--- src/rtl/stby_pkg.sv ---
package stby_pkg;
  typedef enum logic [1:0] {
    ST_RUN    = 2'd0,
    ST_STOP   = 2'd1,
    ST_STAB   = 2'd2,
    ST_RESUME = 2'd3
  } state_e;

  localparam int unsigned ACT_W = 3;
  localparam logic [ACT_W-1:0] ACT_NONE    = 3'b000;
  localparam logic [ACT_W-1:0] ACT_HANDLER = 3'b001;
  localparam logic [ACT_W-1:0] ACT_NEXT    = 3'b010;
  localparam logic [ACT_W-1:0] ACT_RESET   = 3'b100;

  localparam int unsigned NUM_NMI = 2;
  localparam int unsigned NUM_RST = 3;
endpackage

--- src/rtl/stby_irq_arbiter.sv ---
module stby_irq_arbiter #(
  parameter int unsigned NUM_IRQ = 8,
  parameter int unsigned PRIO_W  = 3,
  parameter int unsigned AIDX_W  = (NUM_IRQ > 1) ? $clog2(NUM_IRQ) : 1
) (
  input  logic [NUM_IRQ-1:0]        req_i,
  input  logic [NUM_IRQ*PRIO_W-1:0] prio_i,
  output logic                      grant_o,
  output logic [AIDX_W-1:0]         idx_o,
  output logic [PRIO_W-1:0]         prio_o
);
  // smallest level wins, strict compare keeps lowest index on ties
  always_comb begin
    grant_o = 1'b0;
    idx_o   = '0;
    prio_o  = '1;
    for (int unsigned i = 0; i < NUM_IRQ; i++) begin
      if (req_i[i] && (!grant_o || (prio_i[i*PRIO_W +: PRIO_W] < prio_o))) begin
        grant_o = 1'b1;
        idx_o   = AIDX_W'(i);
        prio_o  = prio_i[i*PRIO_W +: PRIO_W];
      end
    end
  end
endmodule

--- src/rtl/stby_stab_counter.sv ---
module stby_stab_counter #(
  parameter int unsigned STAB_W = 16
) (
  input  logic              clk_i,
  input  logic              rst_ni,
  input  logic              load_i,
  input  logic [STAB_W-1:0] load_val_i,
  input  logic              dec_i,
  output logic              zero_o
);
  logic [STAB_W-1:0] cnt_q;

  always_ff @(posedge clk_i or negedge rst_ni) begin
    if (!rst_ni)      cnt_q <= '0;
    else if (load_i)  cnt_q <= load_val_i;
    else if (dec_i && cnt_q != '0) cnt_q <= cnt_q - 1'b1;
  end

  assign zero_o = (cnt_q == '0);

  p_count_down_r5: assert property (@(posedge clk_i) disable iff (!rst_ni)
    (dec_i && !load_i && cnt_q != '0) |=> (cnt_q == $past(cnt_q) - 1'b1));

  p_load_value_r5: assert property (@(posedge clk_i) disable iff (!rst_ni)
    load_i |=> (cnt_q == $past(load_val_i)));
endmodule

--- src/rtl/stby_release_fsm.sv ---
module stby_release_fsm
  import stby_pkg::*;
#(
  parameter int unsigned IDX_W = 4
) (
  input  logic             clk_i,
  input  logic             rst_ni,
  input  logic             stop_req_i,
  input  logic             wake_i,
  input  logic [ACT_W-1:0] act_i,
  input  logic [IDX_W-1:0] idx_i,
  input  logic             zero_i,
  output logic             load_o,
  output logic             dec_o,
  output logic             clk_en_o,
  output logic [ACT_W-1:0] action_o,
  output logic [IDX_W-1:0] ack_idx_o
);
  state_e           state_q;
  logic [ACT_W-1:0] act_q;
  logic [IDX_W-1:0] idx_q;

  always_ff @(posedge clk_i or negedge rst_ni) begin
    if (!rst_ni) begin
      state_q <= ST_RUN;
      act_q   <= ACT_NONE;
      idx_q   <= '0;
    end else begin
      unique case (state_q)
        ST_RUN:    if (stop_req_i) state_q <= ST_STOP;
        ST_STOP: begin
          if (wake_i) begin
            state_q <= ST_STAB;
            act_q   <= act_i;
            idx_q   <= idx_i;
          end
        end
        ST_STAB:   if (zero_i) state_q <= ST_RESUME;
        ST_RESUME: state_q <= ST_RUN;
        default:   state_q <= ST_RUN;
      endcase
    end
  end

  assign load_o    = (state_q == ST_STOP) && wake_i;
  assign dec_o     = (state_q == ST_STAB) && !zero_i;
  assign clk_en_o  = (state_q != ST_STOP);
  assign action_o  = (state_q == ST_RESUME) ? act_q : ACT_NONE;
  assign ack_idx_o = ((state_q == ST_RESUME) && (act_q == ACT_HANDLER)) ? idx_q : '0;

  p_stop_gates_clock_r2: assert property (@(posedge clk_i) disable iff (!rst_ni)
    (state_q == ST_RUN && stop_req_i) |=> !clk_en_o);

  p_action_after_stab_r5: assert property (@(posedge clk_i) disable iff (!rst_ni)
    (action_o != ACT_NONE) |-> ($past(state_q) == ST_STAB));

  p_action_pulse_r5: assert property (@(posedge clk_i) disable iff (!rst_ni)
    (action_o != ACT_NONE) |=> (action_o == ACT_NONE));

  p_action_onehot_r10: assert property (@(posedge clk_i) disable iff (!rst_ni)
    $onehot0(action_o));
endmodule

--- src/rtl/stby_release_ctrl.sv ---
module stby_release_ctrl
  import stby_pkg::*;
#(
  parameter int unsigned NUM_IRQ = 8,
  parameter int unsigned PRIO_W  = 3,
  parameter int unsigned STAB_W  = 16,
  parameter int unsigned IDX_W   = $clog2(NUM_IRQ + 2)
) (
  input  logic                      clk_i,
  input  logic                      rst_ni,
  input  logic                      stop_req_i,
  input  logic [2:0]                rst_src_i,
  input  logic [1:0]                nmi_i,
  input  logic [1:0]                nmi_gmask_i,
  input  logic [NUM_IRQ-1:0]        irq_req_i,
  input  logic [NUM_IRQ-1:0]        irq_mask_i,
  input  logic [NUM_IRQ*PRIO_W-1:0] irq_prio_i,
  input  logic                      int_gmask_i,
  input  logic                      int_en_i,
  input  logic                      in_service_i,
  input  logic [PRIO_W-1:0]         isr_prio_i,
  input  logic [STAB_W-1:0]         stab_cnt_i,
  output logic                      clk_en_o,
  output logic [2:0]                action_o,
  output logic [IDX_W-1:0]          ack_idx_o
);
  localparam int unsigned AIDX_W = (NUM_IRQ > 1) ? $clog2(NUM_IRQ) : 1;

  logic                rst_any;
  logic [1:0]          nmi_v;
  logic [NUM_IRQ-1:0]  irq_v;
  logic                arb_grant;
  logic [AIDX_W-1:0]   arb_idx;
  logic [PRIO_W-1:0]   arb_prio;
  logic                wake;
  logic [ACT_W-1:0]    act_sel;
  logic [IDX_W-1:0]    idx_sel;
  logic                irq_acked;
  logic                load, dec, zero;

  assign rst_any = |rst_src_i;
  assign nmi_v   = nmi_i & ~nmi_gmask_i;
  assign irq_v   = irq_req_i & ~irq_mask_i & {NUM_IRQ{~int_gmask_i}};

  stby_irq_arbiter #(
    .NUM_IRQ (NUM_IRQ),
    .PRIO_W  (PRIO_W),
    .AIDX_W  (AIDX_W)
  ) u_arb (
    .req_i   (irq_v),
    .prio_i  (irq_prio_i),
    .grant_o (arb_grant),
    .idx_o   (arb_idx),
    .prio_o  (arb_prio)
  );

  // wake ignores priority; acknowledge needs EI and a higher level than in service
  assign irq_acked = int_en_i && (!in_service_i || (arb_prio < isr_prio_i));
  assign wake      = rst_any || (|nmi_v) || arb_grant;

  always_comb begin
    act_sel = ACT_NONE;
    idx_sel = '0;
    if (rst_any) begin
      act_sel = ACT_RESET;
    end else if (nmi_v[0]) begin
      act_sel = ACT_HANDLER;
    end else if (nmi_v[1]) begin
      act_sel = ACT_HANDLER;
      idx_sel = IDX_W'(1);
    end else if (arb_grant) begin
      if (irq_acked) begin
        act_sel = ACT_HANDLER;
        idx_sel = IDX_W'(arb_idx) + IDX_W'(NUM_NMI);
      end else begin
        act_sel = ACT_NEXT;
      end
    end
  end

  stby_stab_counter #(
    .STAB_W (STAB_W)
  ) u_cnt (
    .clk_i      (clk_i),
    .rst_ni     (rst_ni),
    .load_i     (load),
    .load_val_i (stab_cnt_i),
    .dec_i      (dec),
    .zero_o     (zero)
  );

  stby_release_fsm #(
    .IDX_W (IDX_W)
  ) u_fsm (
    .clk_i      (clk_i),
    .rst_ni     (rst_ni),
    .stop_req_i (stop_req_i),
    .wake_i     (wake),
    .act_i      (act_sel),
    .idx_i      (idx_sel),
    .zero_i     (zero),
    .load_o     (load),
    .dec_o      (dec),
    .clk_en_o   (clk_en_o),
    .action_o   (action_o),
    .ack_idx_o  (ack_idx_o)
  );

  p_grant_is_valid_r4: assert property (@(posedge clk_i) disable iff (!rst_ni)
    arb_grant |-> irq_v[arb_idx]);

  p_idx_only_handler_r10: assert property (@(posedge clk_i) disable iff (!rst_ni)
    (action_o != ACT_HANDLER) |-> (ack_idx_o == '0));

  p_clock_back_on_wake_r5: assert property (@(posedge clk_i) disable iff (!rst_ni)
    (!clk_en_o && wake) |=> clk_en_o);
endmodule

--- config.mk ---
export PLATFORM = sky130hd
export DESIGN_NAME = stby_release_ctrl
export DESIGN_NICKNAME = d
export VERILOG_FILES = /design/src/rtl/stby_pkg.sv /design/src/rtl/stby_irq_arbiter.sv /design/src/rtl/stby_stab_counter.sv /design/src/rtl/stby_release_fsm.sv /design/src/rtl/stby_release_ctrl.sv
export SDC_FILE = /design/constraint.sdc
export NUM_CORES = 1
export LEC_CHECK = 0
export BUFFER_PORTS_ARGS = -buffer_cell sky130_fd_sc_hd__buf_2
export CAP_MARGIN = 20
export CORE_ASPECT_RATIO = 1.5
export CORE_MARGIN = 3
export CORE_UTILIZATION = 35
export CTS_BUF_LIST = sky130_fd_sc_hd__clkbuf_16
export CTS_CLUSTER_DIAMETER = 40
export DETAILED_ROUTE_END_ITERATION = 8
export PLACE_DENSITY = 0.61
export SLEW_MARGIN = 20
export SYNTH_ARGS = -nofsm -noshare
export SYNTH_HDL_FRONTEND = slang
export SYNTH_SLANG_ARGS = --single-unit
--- constraint.sdc ---
create_clock -name clk_i -period 4.7 [get_ports clk_i]
set_clock_uncertainty 0.05 [all_clocks]
set_input_delay 0.705 -clock clk_i [delete_from_list [all_inputs] [get_ports clk_i]]
set_output_delay 0.705 -clock clk_i [all_outputs]
set_load 0.02 [all_outputs]
==> results of run 1 <==
-- kinds of logic (layout without fill, tap and decap cells) --
logic type | Yosys count | in the layout | synth area share (%)
fa+ha+maj | 18 | 18 | 8.58
buf+inv | 33 | 216 | 5.00
compound gates | 104 | 104 | 28.0
simple gates | 133 | 133 | 26.7
flops | 25 | 25 | 23.8
xor+xnor | 14 | 14 | 4.67
mux | 8 | 8 | 3.24
-- report_power, final --
part	leakage, uW	internal (uW)	switching, uW	total [uW]
registers	0.000291	302	70.5	373
clock network	0.0000409	115	73.6	188
logic	0.00171	304	321	624
total	0.00205	720	465	1190
-- through the flow --
step                      cells  area (um^2)  setup WS [ns]  util (%)
final                       618         4310          -5.59      59.2
after global routing        618         4310          -6.23      59.2
after CTS                   609         4170          -5.49      57.4
after detailed placement    590         3880          -5.94      53.4
after global placement      590         3880          -5.71      53.4
after floorplan             335         2760          -5.25         -
-- critical path, delay by kind of cell --
kind	cells	cell delay, ns
AOI/OAI and AO/OA	27	4.30
adders and majority gates	8	1.86
buffers and inverters	6	0.53
muxes	4	1.08
and+or+nand+nor	14	1.88
-- state kept, by name, indices dropped and copies added (netlist names) --
signal	count
u_fsm.state_q	2
u_fsm.act_q	3
u_fsm.idx_q	4
u_cnt.cnt_q	16
-- Yosys cell counts (all sizes together), types with 2 or more instances --
master | instances | area share, %
nor2 | 37 | 5.3
a21oi | 33 | 6.3
inv | 27 | 3.9
dfrtp | 25 | 24
nand2 | 25 | 3.6
ha | 18 | 8.6
o21ai | 16 | 3.0
xnor2 | 10 | 3.3
and2 | 8 | 1.9
nand2b | 8 | 1.9
nor2b | 8 | 1.9
nor3 | 8 | 1.5
nand3 | 7 | 1.3
o31ai | 7 | 2.2
a21o | 6 | 1.7
a211oi | 5 | 1.4
clkbuf | 5 | 0.71
nor3b | 5 | 1.4
nor4 | 5 | 1.2
a211o | 4 | 1.3
a22o | 4 | 1.3
mux2 | 4 | 1.7
mux2i | 4 | 1.5
o311ai | 4 | 1.3
xor2 | 4 | 1.3
a31oi | 3 | 0.95
nand3b | 3 | 0.86
nand4 | 3 | 0.71
nand4b | 3 | 1.0
o211ai | 3 | 0.86
o21a | 3 | 0.86
or4 | 3 | 0.86
a31o | 2 | 0.67
a41oi | 2 | 0.67
and3 | 2 | 0.48
or2 | 2 | 0.57
or3 | 2 | 0.67
-- repair_timing --
item                       in CTS  in global routing
buffers inserted               15                  9
pin swaps                      30                 20
setup endpoints to repair       6                  6
hold endpoints to repair        0                  0
resized for setup              18                 18
-- final timing paths --
check / to / slack [ns] / cells past startpoint
min in group clk_i: u_fsm.idx_q[2] / 0.45 / 1
min reg2reg: u_fsm.idx_q[2] / 0.45 / 1
max: u_fsm.idx_q[1] / -5.59 / 59
min: u_cnt.cnt_q[2] / 0.38 / 1
max in group asynchronous: u_fsm.state_q[0] / 3.85 / 1
max reg2reg: u_cnt.cnt_q[14] / 2.19 / 9
-- layer usage --
layer	part of all wire (%)	track usage, %	wire length [um]
met2	56	39.8	4690
met1	37	18.4	3070
met5	0	0	0
met3	3.6	1.85	297
met4	3.0	6.65	253
-- area by class of cell --
| class | instances | area, um^2 |
|---|---|---|
| tap | 100 | 125 |
| sequential | 25 | 626 |
| clock buffer | 3 | 75.1 |
| inverter | 27 | 101 |
| fill | 632 | 2970 |
| clock inverter | 1 | 5.00 |
| multi-input combinational | 277 | 2170 |
| timing repair buffer | 185 | 1210 |
==> results.txt, run 1 <==
----------------------------------------------------
[Status]
  Run status ... finished with violations
  Failing checks ... setup timing

[Clock network]
  H-tree levels ... 1
  Clock Latency Late Sink ... 0.26 ns
  Deepest clock path buffer count ... 2
  Num Clock Sinks ... 25
  CTS root buffer ... sky130_fd_sc_hd__clkbuf_16
  Clk slew on worst S/H paths ... 0.07 ns
  TritonCTS Buffers ... 3
  Clock tree from TritonCTS ... yes
  Hold-fix buffers, CTS ... 0

[STA]
  Worst-margin pin slew ... 0.555 ns
  # setup viols final ... 6
  Crit path time final ... 10.29 ns
  RSZ-0062 raised after global routing ... true
  Relative max-transition margin ... 63.0%
  Fin. Hold Viols ... 0
  Final number of max-transition violations ... 0
  Worst hold-check slack ... 0.383 ns
  Highest attainable clock frequency ... 0.0972 GHz
  Sum Neg Setup Slack ... -33.14 ns
  Setup WS post-layout ... -5.59 ns
  Final worst-path cycle share ... 219%

[Detailed routing]
  Detailed Routing Iterations Pass 1 ... 4
  Final routed wire length divided by cell count ... 13.4 um
  Final routed wirelength across all metal layers ... 8.31 mm
  Number of remaining DRC errors ... 0
  Starting DRT DRC Count ... 102
  Via/cell ratio ... 5.14
  Number of vias after detailed routing ... 3174
  Count of nets left with antenna violations after detail routing ... 0

[GRT]
  Vias in the first global route ... 3305
  Global-route wire length before repair ... 13.8 mm
  Largest net degree at the start of global routing ... 34
  Total routing resource utilization after global routing ... 18.9%
  Antenna violations before repair ... 0
  Aggregate global routing overflow ... 0

[Floorplan]
  Die width ... 76.7 um
  Vert. Die Dim ... 112 um
  Total die area ... 0.00860 mm^2
  I/O pins ... 80
  Core Area ... 0.00727 mm^2
  Initial core utilization ... 36.1%
  Num rows ... 38

[Logic synthesis]
  Warnings, synthesis ... 0
  Number of enable-type register cells in the synthesized netlist ... 0
  Net count after synthesis ... 425
  Most used DFF post-synth ... sky130_fd_sc_hd__dfrtp_1
  Average cell area after synthesis ... 7.84 um^2
  Syn Inst Count ... 335
  Number of distinct library cell variants in the gate-level netlist after synthesis ... 60
  #FFs+latches synth ... 25
  Sequential-to-total area share from yosys stat ... 23.8%
  Synth async-reset ratio ... 100%
  Post-synth design cell area ... 0.00263 mm^2

[Setup path]
  Max stage delay cell, worst path ... sky130_fd_sc_hd__or3b_4
  Startpoint of the worst setup timing path ... irq_mask_i[0]
  Startpoint Class ... primary input
  Data arrival time of the critical path ... 10.40 ns
  Critical path endpoint category ... flip-flop
  Data required time of the critical path ... 4.82 ns
  Critical path start-end classification ... primary input to flip-flop
  Reg-to-Reg Start ... u_cnt.cnt_q[10]
  Highest fanout seen on the critical path ... 5
  Critical path's largest stage delay ... 0.41 ns

[Power and ir drop]
  Static Leak ... 0.00205 uW
  Post-layout power ... 1190 uW
  Power density over the cells ... 275 mW/mm^2
  Peak supply drop ... 0.000175 V

[Placed design]
  Weighted congestion at the end of routability-driven global placement ... 0.853
  Count of port buffers added during placement ... 79
  Post-detail-place hpwl ... 6.60 mm

[Layout]
  Commonest non-fill, non-tap cell in the layout ... sky130_fd_sc_hd__buf_4
  Area Growth Syn to Fin ... 64.1%
  Fraction of final layout cells with drive strength greater than 1 ... 47.5%
  Highest-count cells in the layout ignoring fill and taps ... sky130_fd_sc_hd__buf_4 (105), sky130_fd_sc_hd__buf_2 (77), sky130_fd_sc_hd__nor2_1 (34)
  Final nets ... 609
  Number of antenna cells inserted ... 0

[Hold path]
  HP Class ... primary input to async pin

[Job]
  Number of max-cap violations ... 0

----------------------------------------------------
No activity file was read; power rests on OpenSTA's default activity.
==> run 2, diff against run 1 <==
--- a/config.mk
+++ b/config.mk
@@ -9,11 +9,11 @@
 export CAP_MARGIN = 20
 export CORE_ASPECT_RATIO = 1.5
 export CORE_MARGIN = 3
-export CORE_UTILIZATION = 35
+export CORE_UTILIZATION = 45
 export CTS_BUF_LIST = sky130_fd_sc_hd__clkbuf_16
 export CTS_CLUSTER_DIAMETER = 40
 export DETAILED_ROUTE_END_ITERATION = 8
-export PLACE_DENSITY = 0.61
+export PLACE_DENSITY = 0.74
 export SLEW_MARGIN = 20
 export SYNTH_ARGS = -nofsm -noshare
 export SYNTH_HDL_FRONTEND = slang
==> run 2 against run 1 <==
  * The run still ends with setup timing left
  * Critical path depth unchanged
  * Maximum frequency down 1.6%
  * Clock power about the same
  * Sequential power about the same
  * Die area down 21%
  * Register-to-register slack better by 0.08 ns
  * Largest cell class unchanged
==> results.txt, run 2 (synthesis results as in run 1) <==
----------------------------------------------------
[Status]
  Run status ... finished with violations
  Failing checks ... setup timing

[GRT]
  GR met1 Demand/Resource ... 25.0%
  Antenna violations before repair ... 0
  Global-route wire length before repair ... 13.4 mm
  Total routing resource utilization after global routing ... 24.4%
  Largest net degree at the start of global routing ... 41
  Vias in the first global route ... 3377
  Aggregate global routing overflow ... 0
  Top Usage Layer GRT ... met2
  Met3 demand-to-capacity share in global routing ... 1.58%
  Global routing usage on met2 ... 48.9%

[Clock network]
  Clock tree from TritonCTS ... yes
  Deepest clock path buffer count ... 2
  Num Clock Sinks ... 25
  Clk slew on worst S/H paths ... 0.06 ns
  H-tree levels ... 1
  Hold-fix buffers, CTS ... 0
  TritonCTS Buffers ... 3
  CTS root buffer ... sky130_fd_sc_hd__clkbuf_16
  Clock Latency Late Sink ... 0.26 ns

[Setup path]
  Data arrival time of the critical path ... 10.55 ns
  Max stage delay cell, worst path ... sky130_fd_sc_hd__or3b_4
  Dominant cell type by count on the critical path ... sky130_fd_sc_hd__a21oi_2
  Data required time of the critical path ... 4.80 ns
  Critical path endpoint category ... flip-flop
  Startpoint Class ... primary input
  Highest fanout seen on the critical path ... 5
  Critical path's largest stage delay ... 0.40 ns
  Depth of the worst register-to-register path ... 9
  Critical path start-end classification ... primary input to flip-flop

[STA]
  Highest attainable clock frequency ... 0.0956 GHz
  Setup WS post-layout ... -5.76 ns
  Final worst-path cycle share ... 222%
  Fin. Hold Viols ... 0
  # setup viols final ... 6
  RSZ-0062 raised after global routing ... true
  Worst-margin pin slew ... 0.562 ns
  Relative max-transition margin ... 62.5%
  Final number of max-transition violations ... 0
  Crit path time final ... 10.46 ns

[Detailed routing]
  Detailed Routing Iterations Pass 1 ... 4
  Via/cell ratio ... 5.64
  Number of vias after detailed routing ... 3329
  Number of remaining DRC errors ... 0
  Count of nets left with antenna violations after detail routing ... 0
  Final routed wire length divided by cell count ... 15.1 um
  Final routed wirelength across all metal layers ... 8.90 mm
  Starting DRT DRC Count ... 129

[Power and ir drop]
  Sequential cell fraction of total power ... 31.6%
  Static Leak ... 0.00204 uW
  Peak supply drop ... 0.000159 V
  Combinational cell fraction of total power ... 52.5%
  Switching part of the total power ... 39.5%
  Reported net switching power ... 470 uW
  Post-layout power ... 1190 uW
  Clock network fraction of design power ... 15.9%
  Internal ... 719 uW
  Power density over the cells ... 275 mW/mm^2

[Hold path]
  HP Class ... primary input to async pin

[Layout]
  Commonest non-fill, non-tap cell in the layout ... sky130_fd_sc_hd__buf_4
  Flip-flop count of the largest register, all copies and words added ... 16
  Highest-count cells in the layout ignoring fill and taps ... sky130_fd_sc_hd__buf_4 (108), sky130_fd_sc_hd__buf_2 (77), sky130_fd_sc_hd__nor2_1 (35)
  Top Registers ... u_cnt.cnt_q (16), u_fsm.idx_q (4), u_fsm.act_q (3)
  Number of antenna cells inserted ... 0
  Area Growth Syn to Fin ... 64.6%
  Top register by number of flip-flops ... u_cnt.cnt_q
  Final nets ... 611
  Final cell utilization of the core ... 77.6%
  Fraction of final layout cells with drive strength greater than 1 ... 47.5%

[Placed design]
  Post-detail-place hpwl ... 6.30 mm
  Count of port buffers added during placement ... 79
  Weighted congestion at the end of routability-driven global placement ... 0.902

[Floorplan]
  I/O pins ... 80
  Vert. Die Dim ... 99.6 um
  Initial core utilization ... 47.1%
  Die width ... 68.4 um
  Total die area ... 0.00681 mm^2
  Core Area ... 0.00557 mm^2
  Num rows ... 33

[Job]
  Number of max-cap violations ... 0

----------------------------------------------------
run 2: layout make-up:
cell class | count | area [um^2]
multi-input cells | 277 | 2200
fillers | 382 | 1250
repair buffers | 187 | 1220
flip-flops and latches | 25 | 626
inverters | 27 | 104
well taps | 70 | 87.6
clock buffers | 3 | 75.1
clock inverters | 1 | 7.51
run 2: power groups by stage:
stage	Clock, uW	Combinational (uW)	Sequential, uW
after floorplan	0	383	362
after global placement	0	547	373
after detailed placement	0	567	379
after CTS	194	592	375
after global routing	200	696	389
final	189	624	376
run 2: worst max-delay path: cells and delay by family:
| kind | cells | cell delay, ns |
|---|---|---|
| compound gates | 27 | 4.39 |
| fa+ha+maj | 8 | 1.93 |
| buf+inv | 5 | 0.34 |
| mux | 4 | 1.11 |
| simple gates | 15 | 2.06 |
run 2: stage by stage:
step           instance area (um^2)  worst slack, ns  hold slack [ns]  TNS (ns)  cells
3_3_place_gp                   3810            -5.59            0.420    -32.97    555
4_1_cts                        4130            -5.50            0.403    -32.50    578
2_1_floorplan                  2760            -5.25            0.359    -30.89    335
6_report                       4320            -5.76            0.387    -33.96    590
5_1_grt                        4320            -6.19            0.432    -36.58    590
3_5_place_dp                   3810            -5.94            0.429    -35.08    555
run 2: worst paths after layout:
check / startpoint / end / slack (ns)
min in group clk_i: u_fsm.idx_q[0] / u_fsm.idx_q[0] / 0.44
worst min register to register: u_fsm.idx_q[0] / u_fsm.idx_q[0] / 0.44
worst max register to register: u_cnt.cnt_q[10] / u_cnt.cnt_q[10] / 2.27
worst min-delay path: rst_ni / u_fsm.act_q[1] / 0.39
worst max-delay path: int_gmask_i / u_fsm.idx_q[2] / -5.76
max in group asynchronous: rst_ni / u_cnt.cnt_q[2] / 3.84
run 2: timing repair:
item / in CTS / in global routing
endpoints found under the setup margin: 6 / 6
resized for setup: 17 / 21
buffers inserted: 19 / 13
pin swaps: 27 / 36
run 2: per-layer routing:
layer  share of wire, %  vias up
met5                  0        -
met4                3.0        0
met3                4.6       27
met2                 54      132
met1                 38     1566
li1                   -     1604
==> run 3, diff against run 2 <==
==> constraint.sdc (replaced) <==
create_clock -name clk_i -period 13.3 [get_ports clk_i]
set_clock_uncertainty 0.05 [all_clocks]
set_input_delay 1.995 -clock clk_i [delete_from_list [all_inputs] [get_ports clk_i]]
set_output_delay 1.995 -clock clk_i [all_outputs]
set_load 0.02 [all_outputs]
==> run 3 against run 2 <==
  * The flow now finishes without violations
  * Combinational power is 71% lower
  * Largest cell class unchanged
  * Sequential power fell by 64%
  * Via count decreased by 15%
  * Highest routed layer unchanged
  * Critical endpoint is now u_fsm.idx_q[3]
  * Worst hold slack gained 0.042 ns
  * Critical path type unchanged
  * Non-clock buffer count is 99 lower
  * Global-route usage shrank 4.6 points
==> results.txt, run 3 (synthesis results as in run 1) <==
----------------------------------------------------
[Power and ir drop]
  Sequential cell fraction of total power ... 35.3%
  Combinational cell fraction of total power ... 47.5%
  Reported net switching power ... 154 uW
  Peak supply drop ... 0.0000484 V
  Power density over the cells ... 114 mW/mm^2
  Clock network fraction of design power ... 17.2%
  Static Leak ... 0.00155 uW
  Switching part of the total power ... 40.6%
  Post-layout power ... 381 uW
  Internal ... 226 uW

[STA]
  # setup viols final ... 0
  Worst-margin pin slew ... 0.565 ns
  Crit path time final ... 12.47 ns
  Fin. Hold Viols ... 0
  Relative max-transition margin ... 62.3%
  Worst hold-check slack ... 0.429 ns
  Final worst-path cycle share ... 93.7%
  Final number of max-transition violations ... 0
  Highest attainable clock frequency ... 0.0802 GHz

[Clock network]
  Clock tree from TritonCTS ... yes
  Hold-fix buffers, CTS ... 0
  CTS root buffer ... sky130_fd_sc_hd__clkbuf_16
  Clk slew on worst S/H paths ... 0.06 ns
  Deepest clock path buffer count ... 2
  Num Clock Sinks ... 25
  TritonCTS Buffers ... 3
  Clock Latency Late Sink ... 0.26 ns
  H-tree levels ... 1

[Detailed routing]
  Count of nets left with antenna violations after detail routing ... 0
  Detailed Routing Iterations Pass 1 ... 4
  Final routed wirelength across all metal layers ... 6.82 mm
  Number of vias after detailed routing ... 2828
  Via/cell ratio ... 5.76
  Starting DRT DRC Count ... 117
  Number of remaining DRC errors ... 0
  Final routed wire length divided by cell count ... 13.9 um

[Layout]
  Final nets ... 512
  Flip-flop count of the largest register, all copies and words added ... 16
  Final cell utilization of the core ... 59.8%
  Area Growth Syn to Fin ... 26.8%
  Top register by number of flip-flops ... u_cnt.cnt_q
  Filler Cells Inserted ... 519
  Number of antenna cells inserted ... 0
  Highest-count cells in the layout ignoring fill and taps ... sky130_fd_sc_hd__buf_2 (79), sky130_fd_sc_hd__nor2_1 (36), sky130_fd_sc_hd__inv_1 (28), sky130_fd_sc_hd__a21oi_1 (28)
  Commonest non-fill, non-tap cell in the layout ... sky130_fd_sc_hd__buf_2
  Top Registers ... u_cnt.cnt_q (16), u_fsm.idx_q (4), u_fsm.act_q (3)
  Fraction of final layout cells with drive strength greater than 1 ... 28.0%
  Number of non-filler instances in the completed layout ... 491

[Status]
  Run status ... complete, no violations

[Floorplan]
  Total die area ... 0.00681 mm^2
  Vert. Die Dim ... 99.6 um
  Num rows ... 33
  Initial core utilization ... 47.1%
  I/O pins ... 80
  Core Area ... 0.00557 mm^2
  Die width ... 68.4 um

[GRT]
  Vias in the first global route ... 2708
  Global-route wire length before repair ... 10.9 mm
  Antenna violations before repair ... 0
  Total routing resource utilization after global routing ... 19.8%
  Aggregate global routing overflow ... 0
  Largest net degree at the start of global routing ... 41

[Placed design]
  Post-detail-place hpwl ... 5.48 mm
  Cell count after placement ... 483
  Weighted congestion at the end of routability-driven global placement ... 0.880
  Count of port buffers added during placement ... 79

[Setup path]
  Critical path's largest stage delay ... 0.44 ns
  Startpoint Class ... primary input
  Data required time of the critical path ... 13.40 ns
  Max stage delay cell, worst path ... sky130_fd_sc_hd__or3b_4
  Critical path start-end classification ... primary input to flip-flop
  Highest fanout seen on the critical path ... 14
  Dominant cell type by count on the critical path ... sky130_fd_sc_hd__ha_1
  Critical path endpoint category ... flip-flop
  Data arrival time of the critical path ... 12.56 ns

[Job]
  Number of max-cap violations ... 0

[Hold path]
  HP Class ... flip-flop to flip-flop

----------------------------------------------------
[run 3: changes by cell type in the layout (fill, tap and decap cells not counted), sizes merged]
cell	delta
buf	-99
clkinvlp	-1
inv	+1
[run 3: power groups by stage]
stage	registers (uW)	logic, uW	clock network, uW
finish	134	181	65.6
global placement	133	169	0
detailed placement	135	175	0
CTS	134	177	67.4
global route	138	204	70.9
floorplan	128	129	0
[run 3: metal layers]
metal	part of all wire, %	global-route usage (%)	vias to the layer above	wire (um)
met5	0	0	-	0
met4	2.2	8.27	0	152
met3	4.0	1.02	13	273
met2	55	37.5	78	3750
met1	39	21.7	1334	2650
li1	-	-	1403	-
[run 3: area by class of cell]
type,instances,area (um^2),share of cell area (%)
multi-input cells,277,1970,59.3
flip-flops and latches,25,626,18.8
repair buffers,88,463,13.9
inverters,27,101,3.04
well taps,70,87.6,2.63
clock buffers,3,75.1,2.25
clock inverters,1,3.75,0.113
[run 3: path summary, 6_finish.rpt]
path                                 start              end  slack, ns  depth (start not counted)
min in group asynchronous           rst_ni   u_fsm.act_q[0]       1.67                          1
max reg2reg                u_cnt.cnt_q[10]  u_cnt.cnt_q[10]      10.86                          9
max                            int_gmask_i   u_fsm.idx_q[3]       0.83                         60
min reg2reg                 u_fsm.idx_q[1]   u_fsm.idx_q[1]       0.43                          2
min                         u_fsm.idx_q[1]   u_fsm.idx_q[1]       0.43                          2
max in group asynchronous           rst_ni   u_cnt.cnt_q[4]      11.15                          1
[run 3: per-stage QoR]
step / setup TNS (ns) / setup slack, ns / cell area (um^2)
finish: 0 / 0.834 / 3330
global route: -0.212 / -0.0645 / 3330
CTS: 0 / 0.381 / 3210
detailed placement: 0 / 0.151 / 3130
global placement: 0 / 0.405 / 3130
floorplan: 0 / 1.28 / 2630
[run 3: critical path: cells and delay by family]
kind | cells | cell delay [ns]
AOI/OAI and AO/OA | 26 | 4.44
adders and majority gates | 8 | 2.16
and+or+nand+nor | 14 | 2.04
muxes | 4 | 1.00
buffers and inverters | 8 | 0.91
[run 3: timing repair]
| item | 4_1_cts | 5_1_grt |
|---|---|---|
| gates resized for setup | 0 | 20 |
| buffers inserted | 0 | 4 |
| endpoints found under the setup margin | 0 | 6 |
| hold endpoints to repair | 0 | 0 |
